===== config.mk =====
export PLATFORM = sky130hd
export DESIGN_NAME = hwloop_ctrl
export DESIGN_NICKNAME = d
export VERILOG_FILES = /design/src/rtl/hwloop_pkg.sv /design/src/rtl/hwloop_match.sv /design/src/rtl/hwloop_fsm.sv /design/src/rtl/hwloop_ctrl.sv
export SDC_FILE = /design/constraint.sdc
export NUM_CORES = 1
export LEC_CHECK = 0
export ABC_AREA = 1
export ABC_CLOCK_PERIOD_IN_PS = 3900
export CAP_MARGIN = 20
export CORE_MARGIN = 2
export CORE_UTILIZATION = 30
export DETAILED_ROUTE_END_ITERATION = 16
export GPL_TIMING_DRIVEN = 0
export MAX_ROUTING_LAYER = met4
export PLACE_DENSITY = 0.55
export SLEW_MARGIN = 40
export SYNTH_ARGS = -nofsm -noshare
export SYNTH_HDL_FRONTEND = slang
export SYNTH_SLANG_ARGS = --single-unit

===== constraint.sdc =====
create_clock -name clk -period 3.9 [get_ports clk]
set_input_delay 0.39 -clock clk [delete_from_list [all_inputs] [get_ports clk]]
set_output_delay 0.39 -clock clk [all_outputs]
set_load 0.01 [all_outputs]

===== src/rtl/hwloop_pkg.sv =====
package hwloop_pkg;
    typedef enum logic [0:0] {
        LP_IDLE = 1'b0,
        LP_RUN  = 1'b1
    } lp_state_e;
endpackage


===== src/rtl/hwloop_match.sv =====
module hwloop_match #(
    parameter int AW = 16
) (
    input  logic          active_i,
    input  logic          retire_i,
    input  logic          last_i,
    input  logic [AW-1:0] next_pc_i,
    input  logic [AW-1:0] end_i,
    input  logic [AW-1:0] top_i,
    output logic          hit_o,
    output logic [AW-1:0] pc_o
);
    always_comb begin
        hit_o = active_i && retire_i && (next_pc_i == end_i);
        pc_o  = (hit_o && !last_i) ? top_i : next_pc_i;
    end
endmodule


===== src/rtl/hwloop_fsm.sv =====
module hwloop_fsm
    import hwloop_pkg::*;
#(
    parameter int AW = 16,
    parameter int CW = 16
) (
    input  logic          clk,
    input  logic          rst_n,
    input  logic          setup_i,
    input  logic [AW-1:0] setup_top_i,
    input  logic [AW-1:0] setup_end_i,
    input  logic [CW-1:0] setup_count_i,
    input  logic          hit_i,
    output logic [AW-1:0] top_q,
    output logic [AW-1:0] end_q,
    output logic [CW-1:0] count_q,
    output logic          active_o,
    output logic          last_o
);
    localparam logic [CW-1:0] ONE = CW'(1);

    lp_state_e state_q, state_d;
    logic      setup_nz;

    assign setup_nz = (setup_count_i != '0);

    always_comb begin
        state_d = state_q;
        unique case (state_q)
            LP_IDLE: if (setup_i && setup_nz) state_d = LP_RUN;
            LP_RUN: begin
                if (setup_i)                     state_d = setup_nz ? LP_RUN : LP_IDLE;
                else if (hit_i && count_q == ONE) state_d = LP_IDLE;
            end
            default: state_d = LP_IDLE;
        endcase
    end

    always_ff @(posedge clk or negedge rst_n) begin
        if (!rst_n) state_q <= LP_IDLE;
        else        state_q <= state_d;
    end

    always_ff @(posedge clk or negedge rst_n) begin
        if (!rst_n) begin
            top_q   <= '0;
            end_q   <= '0;
            count_q <= '0;
        end else if (setup_i) begin
            top_q   <= setup_top_i;
            end_q   <= setup_end_i;
            count_q <= setup_count_i;
        end else if (hit_i) begin
            count_q <= count_q - ONE;
        end
    end

    always_comb begin
        active_o = (state_q == LP_RUN);
        last_o   = (count_q == ONE);
    end
endmodule


===== src/rtl/hwloop_ctrl.sv =====
module hwloop_ctrl #(
    parameter int AW = 16,
    parameter int CW = 16
) (
    input  logic          clk,
    input  logic          rst_n,
    input  logic          setup_i,
    input  logic [AW-1:0] setup_top_i,
    input  logic [AW-1:0] setup_end_i,
    input  logic [CW-1:0] setup_count_i,
    input  logic          retire_i,
    input  logic [AW-1:0] next_pc_i,
    output logic [AW-1:0] pc_o,
    output logic          active_o,
    output logic [CW-1:0] count_o
);
    logic [AW-1:0] top_q, end_q;
    logic          hit, last;

    hwloop_fsm #(.AW(AW), .CW(CW)) u_fsm (
        .clk(clk), .rst_n(rst_n),
        .setup_i(setup_i), .setup_top_i(setup_top_i),
        .setup_end_i(setup_end_i), .setup_count_i(setup_count_i),
        .hit_i(hit), .top_q(top_q), .end_q(end_q),
        .count_q(count_o), .active_o(active_o), .last_o(last)
    );

    hwloop_match #(.AW(AW)) u_match (
        .active_i(active_o), .retire_i(retire_i), .last_i(last),
        .next_pc_i(next_pc_i), .end_i(end_q), .top_i(top_q),
        .hit_o(hit), .pc_o(pc_o)
    );
endmodule


; After elaboration in Yosys (flattened, before gate mapping)
; Index checks and enable logic that the tools add are counted.
[totals]
regBits = 49
inputBits = 68
wordCells = 24
[classes]
bitwise = 1
addsub = 1
reduce_logical = 8
n_eq_ne = 2
n_mux = 8
[ops]
columns = cell, count
row1 = 2-to-1 mux 16 bit, 3
row2 = "equality test 16 x 1 -> 1 bit, second input constant", 1
row3 = equality test 16 bit, 1
row4 = nonzero test 16 bit, 1
row5 = "subtractor 16 x 1 -> 16 bit, second input constant", 1
row6 = logical AND 1 bit, 5
row7 = 2-to-1 mux 1 bit, 4
row8 = case mux 1 bit (2 select lines), 1
row9 = nonzero test 2 bit, 1
row10 = logical NOT 1 bit, 1
row11 = inverter 1 bit, 1

; Longest topological paths before layout
; Gate-level depths: netlist of the first run.
[depth]
ltp_word = 6
mapped_depth = 12
mapped_depth_nobuf = 11

; By module
; A second synthesis of the first run with hierarchy kept.
[hier_totals]
hier_cells = 461
area_unflattened_um2 = 3070.4
[modules_own_cells]
columns = module, instances, cells_per_inst, seq_area_each_um2, area_each_um2
row1 = hwloop_fsm, 1, 309, 1226.2, 2414.8
row2 = hwloop_match, 1, 152, 0.0, 655.6

; Worst setup path after synthesis of the first run
; Ideal clock, no wire load.
[synth_path]
kind = register to output
from = register u_fsm.count_q[1]
to = output pc_o[10]
arrival_time_ns = 1.407
path_slack_ns = 2.103
path_stages_with_launch = 10
path_buffers = 1
cell_sequence = dfrtp_1 -> inv_1 -> ha_1 -> nand2_1 -> nor2_1 -> nand3_2 -> nand4_4 -> buf_6 -> nand2_1 -> nand2_1
[synth_via]
elab_chain_cells = 4
[synth_lines]
columns = element, line_no
row1 = from (decl), hwloop_fsm.sv:16  ; output logic [CW-1:0] count_q,
row2 = from (signal assigned), hwloop_fsm.sv:52  ; count_q <= setup_count_i;
row3 = from (signal assigned), hwloop_fsm.sv:54  ; count_q <= count_q - ONE;
row4 = equality test 16 x 1 -> 1 bit, hwloop_fsm.sv:60  ; last_o = (count_q == ONE);
row5 = logical NOT 1 bit, hwloop_match.sv:15  ; pc_o = (hit_o && !last_i) ? top_i : next_pc_i;
row6 = logical AND 1 bit, hwloop_match.sv:15
row7 = 2-to-1 mux 16 bit, hwloop_match.sv:15
row8 = to (decl), hwloop_ctrl.sv:13  ; output logic [AW-1:0] pc_o,
; No other way between the ends.

; Worst setup path after layout of the first run
[layout_path]
from = input next_pc_i[3]
to = output pc_o[7]
[layout_via]
elab_chain_cells = 4
[layout_lines]
columns = element, line_no
row1 = from (decl), hwloop_ctrl.sv:12  ; input logic [AW-1:0] next_pc_i,
row2 = equality test 16 bit, hwloop_match.sv:14  ; hit_o = active_i && retire_i && (next_pc_i == end_i);
row3 = logical AND 1 bit, hwloop_match.sv:14
row4 = logical AND 1 bit, hwloop_match.sv:15
row5 = 2-to-1 mux 16 bit, hwloop_match.sv:15
; No other way between the ends.

==> results of run 1 <==
## worst max-delay path, stage by stage
cell,delay (ns)
clkdlybuf4s50_1,0.58
inv_1,0.06
nand2_1,0.05
nand2_1,0.06
nor2_2,0.16
nand3_1,0.14
nor2_4,0.21
buf_2,0.23
nand4_1,0.11
nand2_1,0.10
clkdlybuf4s50_1,0.54
## path summary, 6_finish.rpt
path	startpoint	slack, ns	cells after the start	to
hold reg to reg	u_fsm.top_q[4]	0.48	2	u_fsm.top_q[4]
min in group clk	u_fsm.top_q[4]	0.48	2	u_fsm.top_q[4]
max in group asynchronous	rst_n	2.98	3	u_fsm.count_q[6]
setup reg to reg	u_fsm.end_q[8]	2.20	7	u_fsm.count_q[8]
setup / recovery	next_pc_i[3]	0.89	11	pc_o[7]
hold / removal	rst_n	0.45	2	u_fsm.count_q[1]
## routing by layer
metal	wire, um	vias up
li1	-	1723
met1	4760	1519
met2	4560	82
met3	464	10
met4	142	0
met5	0	-
## report_power, final
group	leakage, uW	switching, uW	internal [uW]
clock	0.0000591	199	196
sequential	0.000600	54.5	560
combinational	0.00161	222	204
## kinds of logic after synthesis
group	count (synthesis)	synth area share
AND/OR/NAND/NOR	333	0.463
buffers and inverters	64	0.0837
flip-flops	49	0.382
adder cells (fa/ha/maj)	2	0.00779
AO/OA/AOI/OAI	26	0.0424
XOR/XNOR	8	0.0218
## placed cells by master (no fill, tap or decap), types with 2 or more instances in the layout
cell / n
nand2_1: 227
inv_6: 2
clkbuf_1: 9
ha_1: 2
clkbuf_8: 5
nand4_1: 21
nor2_1: 29
nor2_2: 5
xnor2_1: 4
nand3b_1: 2
nor2_4: 3
a21oi_1: 3
o21ai_0: 20
buf_2: 4
nand3_2: 3
buf_1: 3
buf_12: 2
nand2_2: 11
clkdlybuf4s50_1: 99
nor4_1: 4
dfrtp_1: 49
xor2_1: 4
inv_1: 44
nand3_1: 24
## repair_timing
item	CTS	global route
resized for setup	0	0
endpoints found under the hold margin	9	0
hold buffers	1	0
## flip-flops by register name (all words and copies together), names as in the netlist
signal          cells
u_fsm.top_q        16
u_fsm.count_q      16
u_fsm.end_q        16
u_fsm.active_o      1
## layout make-up
cell class / count / area, sq um
fill: 1104 / 5840
multi-input combinational: 369 / 1720
sequential: 49 / 1230
timing repair buffer: 102 / 1030
inverter: 46 / 173
tap: 136 / 170
buffer: 18 / 96.3
clock buffer: 5 / 68.8
clock inverter: 3 / 47.5
## stage by stage
step | area [sq um] | util | instances
2_1_floorplan | 3210 | - | 482
3_3_place_gp | 4380 | 0.423 | 718
3_5_place_dp | 4400 | 0.424 | 719
4_1_cts | 4530 | 0.437 | 728
5_1_grt | 4530 | 0.437 | 728
6_report | 4530 | 0.437 | 728
==> results.md, run 1 <==
- Minimum clock period: 3.01 ns
- Setup slack after layout: 0.888 ns
- Total power: 1440 uW
- Worst min path class: in -> async
- Post-synth cell types: 31
- Core area: 0.0104 sq mm
- Ports: 101
- Final-report setup violation count: 0
- Global placement routability congestion: 0.891
- Vias per cell: 4.58
- Peak supply drop: 0.148 mV
- Share of layout cells above drive strength 1: 0.0743
- Worst-Margin Slew: 0.573 ns
- ANT cells: 0
- Area leader, netlist: dfrtp_1
- First-pass GRT wire length: 16.3 mm
- Leak Pwr: 0.00227 uW
- Post-synth EDFFs: 0
- Via count: 3334
- Port bufs: 100
- Req. time, crit path: 3.51 ns
- M2 GR Usage: 0.285
- Most common cell in the synthesized netlist: nand2_1
- Root buffer cell: clkbuf_8
- Status: complete, no violations
- Die H: 107 um
- TritonCTS clock tree: yes
- Busiest layer in global routing: met2
- Final hold violation count: 0
- Period utilisation layout: 0.772
- Worst-skew pair later-pin latency: 0.31 ns
- Crit path max fanout: 10
- Startpoint Class: input pin
- Syn Nets: 552
- Ys flop type: dfrtp_1
- Post-DP HPWL: 7.81 mm
- Rows: 37
- Worst EP arrival: 2.62 ns
- Num CTS Buffers: 5
- Met3 usage: 0.0212
- RSZ-0062 raised after global routing: no
- Mapped Cells: 482
- Post-CTS Setup Inserts: 0
- Top-area cell type share of the netlist area: 0.382
- Initial Util: 0.310
- Synth cell count leaders: nand2_1, dfrtp_1, inv_1
- Ys async rst share: 1.00
- Net count, final: 661
- H-tree depth: 2
- PwrDens: 317 mW/mm^2
- Die Area: 0.0116 sq mm
- Setup Crit Path Kind: in -> out
- Rel. slew slack: 0.618
- Clock tree buffer depth: 2
- Clock sink count: 49
- Fin Hold WS: 0.452 ns
- Die X: 107 um
- Syn_area_per_cell: 6.67 sq um
- Register area share after synthesis: 0.382
- Count of state elements after synthesis: 49
- DRC viols: 0
- Max-cap violations: 0
- Total GRT Usage: 0.184
- Max-slew violations: 0
- Yosys warns: 0
- Area Growth Syn to Fin: 40.9%
- Pre-CTS WS: 0.900 ns
- Initial antenna violation count: 0
- Vias in the first global route: 3292
- Largest net degree at the start of global routing: 41
- Starting DRC count in detailed routing: 182
- Antenna-violating nets left: 0
- Routed len/inst: 13.6 um
- Syn Std Cell Area: 0.00321 sq mm
- Top post-synthesis cells by area: dfrtp_1, nand2_1, inv_1
- Fmax: 0.332 GHz
- Crit. End Element: primary output
- Worst-path clk slew: 0.11 ns
- Setup TNS Final: 0 ns
- DRT Pass-1 Iters: 4
- Met1 Use GR: 0.258
- GRT Residual Overflow: 0
- Clk_skew: 0.0137 ns
- Post-Route WL: 9.92 mm
No activity file was read; power rests on OpenSTA's default activity.
==> inputs of run 2 (changes only) <==
--- a/config.mk
+++ b/config.mk
@@ -6,7 +6,7 @@
 export NUM_CORES = 1
 export LEC_CHECK = 0
 export ABC_AREA = 1
-export ABC_CLOCK_PERIOD_IN_PS = 3900
+export ABC_CLOCK_PERIOD_IN_PS = 2900
 export CAP_MARGIN = 20
 export CORE_MARGIN = 2
 export CORE_UTILIZATION = 30
==> constraint.sdc (replaced) <==
create_clock -name clk -period 2.9 [get_ports clk]
set_input_delay 0.29 -clock clk [delete_from_list [all_inputs] [get_ports clk]]
set_output_delay 0.29 -clock clk [all_outputs]
set_load 0.01 [all_outputs]
==> run 2 against run 1 <==
Effect of this change: highest routed layer unchanged; worst hold slack got worse by 0.10 ns; clock skew fell by 0.0014 ns; die area did not move; largest cell class unchanged.
==> results.md, run 2 (synthesis results as in run 1) <==
- Status: complete, no violations (unchanged)
- Biggest regs: u_fsm.count_q x16, u_fsm.end_q x16, u_fsm.top_q x16 (unchanged)
- Final hold violation count: 0 (unchanged)
- Internal power: 1290 uW (was 961 uW)
- Rows: 37 (unchanged)
- Total GRT Usage: 0.184 (unchanged)
- DRC viols: 0 (unchanged)
- PwrDens: 424 mW/mm^2 (was 317 mW/mm^2)
- Post-DP HPWL: 7.81 mm (unchanged)
- Worst-path clk slew: 0.11 ns (about the same)
- First-pass GRT wire length: 16.3 mm (unchanged)
- Max-cap violations: 0 (unchanged)
- Initial antenna violation count: 0 (unchanged)
- Reg area: 0.00123 sq mm (about the same)
- DRT Pass-1 Iters: 5 (was 4)
- Ports: 101 (unchanged)
- Clk_skew: 0.0123 ns (was 0.0137 ns)
- Vias per cell: 4.53 (was 4.58)
- Net count, final: 663 (was 661)
- ANT cells: 0 (unchanged)
- Crit path max fanout: 10 (unchanged)
- Worst min path class: in -> async (unchanged)
- Die X: 107 um (unchanged)
- Total power: 1940 uW (was 1440 uW)
- Worst-case reg-to-reg path depth: 7 (unchanged)
- Setup Crit Path Kind: reg -> out (was in -> out)
- Comb pwr share: 0.298 (was 0.297)
- Root buffer cell: clkbuf_8 (unchanged)
- TritonCTS clock tree: yes (unchanged)
- Clock Power Share: 0.274 (was 0.275)
- Area of the multi-input gates: 0.00173 sq mm (was 0.00172 sq mm)
- Worst-skew pair later-pin latency: 0.31 ns (about the same)
- Global placement routability congestion: 0.891 (unchanged)
- Antenna-violating nets left: 0 (unchanged)
- Max-slew violations: 0 (unchanged)
- Minimum clock period: 2.74 ns
- Final core utilization: 0.440 (was 0.437)
- Die Area: 0.0116 sq mm (unchanged)
- Via count: 3306 (was 3334)
- Commonest non-fill, non-tap cell in the layout: nand2_1 (unchanged)
- Initial Util: 0.310 (unchanged)
- Period utilisation layout: 0.945
- Routed len/inst: 13.7 um (was 13.6 um)
- Most frequent cells in the layout: nand2_1, clkdlybuf4s50_1, dfrtp_1 (unchanged)
- Switch share: 0.332 (was 0.331)
- Sequential power share: 0.428 (about the same)
- Clock tree buffer depth: 2 (unchanged)
- Worst-Margin Slew: 0.600 ns (was 0.573 ns)
- NetSw: 642 uW (was 475 uW)
- GRT Residual Overflow: 0 (unchanged)
- Number of fillers in the final layout: 1100 (was 1104)
- Leak Pwr: 0.00228 uW (was 0.00227 uW)
- H-tree depth: 2 (unchanged)
- Rel. slew slack: 0.600 (was 0.618)
- Port bufs: 100 (unchanged)
- Peak supply drop: 0.199 mV (was 0.148 mV)
- Fmax: 0.365 GHz
- Req. time, crit path: 2.61 ns (was 3.51 ns)
- Core area: 0.0104 sq mm (unchanged)
- Startpoint Class: register (was input pin)
- Share of layout cells above drive strength 1: 0.0825 (was 0.0743)
- Vias in the first global route: 3292 (unchanged)
- Die H: 107 um (unchanged)
- Largest net degree at the start of global routing: 41 (unchanged)
- Worst EP arrival: 2.45 ns (was 2.62 ns)
- Area Growth Syn to Fin: 41.9% (was 40.9%)
- Post-Route WL: 9.97 mm (was 9.92 mm)
- Num CTS Buffers: 5 (unchanged)
- Crit. End Element: primary output (unchanged)
- Final-report setup violation count: 0 (unchanged)
- Clock sink count: 49 (unchanged)
- Starting DRC count in detailed routing: 170 (was 182)
- RSZ-0062 raised after global routing: no (unchanged)
[run 2: cell types whose count changed in the layout (fill, tap and decap cells not counted)]
cell | before | now
dfrtp_2 | 0 | 1
nor2_1 | 29 | 27
dfrtp_1 | 49 | 48
nor2_2 | 5 | 7
buf_4 | 1 | 3
nand3_4 | 1 | 2
nand3_2 | 3 | 2
buf_2 | 4 | 3
clkbuf_4 | 0 | 1
[run 2: timing repair]
| item | 4_1_cts | 5_1_grt |
|---|---|---|
| endpoints found under the setup margin | 0 | 10 |
| hold endpoints to repair | 9 | 0 |
| resized for setup | 0 | 5 |
| buffers inserted | 0 | 2 |
| hold buffers | 1 | 0 |
[run 2: through the flow]
stage	setup TNS [ns]	area, sq um	hold slack (ns)	cells	setup WS, ns
finish	0	4560	0.352	730	0.159
global route	0	4560	0.356	730	0.0142
CTS	0	4530	0.343	728	0.0623
detailed placement	0	4400	0.148	719	0.100
global placement	-0.328	4380	0.458	718	-0.0105
floorplan	0	3210	-0.00559	482	1.20
[run 2: cell type report]
class	count	area share
tap	136	0.0373
multi-input combinational	369	0.380
timing repair buffer	104	0.229
clock inverter	3	0.0104
buffer	18	0.0217
clock buffer	5	0.0151
inverter	46	0.0379
sequential	49	0.269
[run 2: final timing paths]
| check | from | endpoint | slack [ns] |
|---|---|---|---|
| max in group asynchronous | rst_n | u_fsm.count_q[6] | 2.08 |
| worst max-delay path | u_fsm.count_q[4] | pc_o[7] | 0.16 |
| worst min-delay path | rst_n | u_fsm.count_q[14] | 0.35 |
| min in group clk | u_fsm.top_q[4] | u_fsm.top_q[4] | 0.48 |
| worst min register to register | u_fsm.top_q[4] | u_fsm.top_q[4] | 0.48 |
| worst max register to register | u_fsm.end_q[8] | u_fsm.count_q[8] | 1.20 |
[run 2: power groups by stage]
stage / Clock [uW] / Sequential [uW] / Combinational (uW)
final: 529 / 829 / 576
after global routing: 563 / 841 / 649
after CTS: 543 / 827 / 576
after detailed placement: 0 / 841 / 573
after global placement: 0 / 840 / 564
after floorplan: 0 / 836 / 287
[run 2: critical path: stages (launching register included)]
cell	delay (ns)
dfrtp_1	0.46
nor2_2	0.21
nand2_1	0.11
nor2_2	0.16
nand3_4	0.17
nand4_4	0.19
buf_6	0.15
nand2_1	0.06
nand2_1	0.09
clkdlybuf4s50_1	0.54
[run 2: routing by layer]
layer	wire [um]	track usage	up-vias
li1	-	-	1725
met1	4840	0.258	1505
met2	4630	0.285	66
met3	361	0.0212	10
met4	142	0.0430	0
met5	0	-	-
==> inputs of run 3 (changes only) <==
--- a/config.mk
+++ b/config.mk
@@ -10,6 +10,7 @@
 export CAP_MARGIN = 20
 export CORE_MARGIN = 2
 export CORE_UTILIZATION = 30
+export CTS_CLUSTER_SIZE = 10
 export DETAILED_ROUTE_END_ITERATION = 16
 export GPL_TIMING_DRIVEN = 0
 export MAX_ROUTING_LAYER = met4
==> results of run 3 <==
Same layout as run 2: the final DEF is identical, and so are final timing and power.
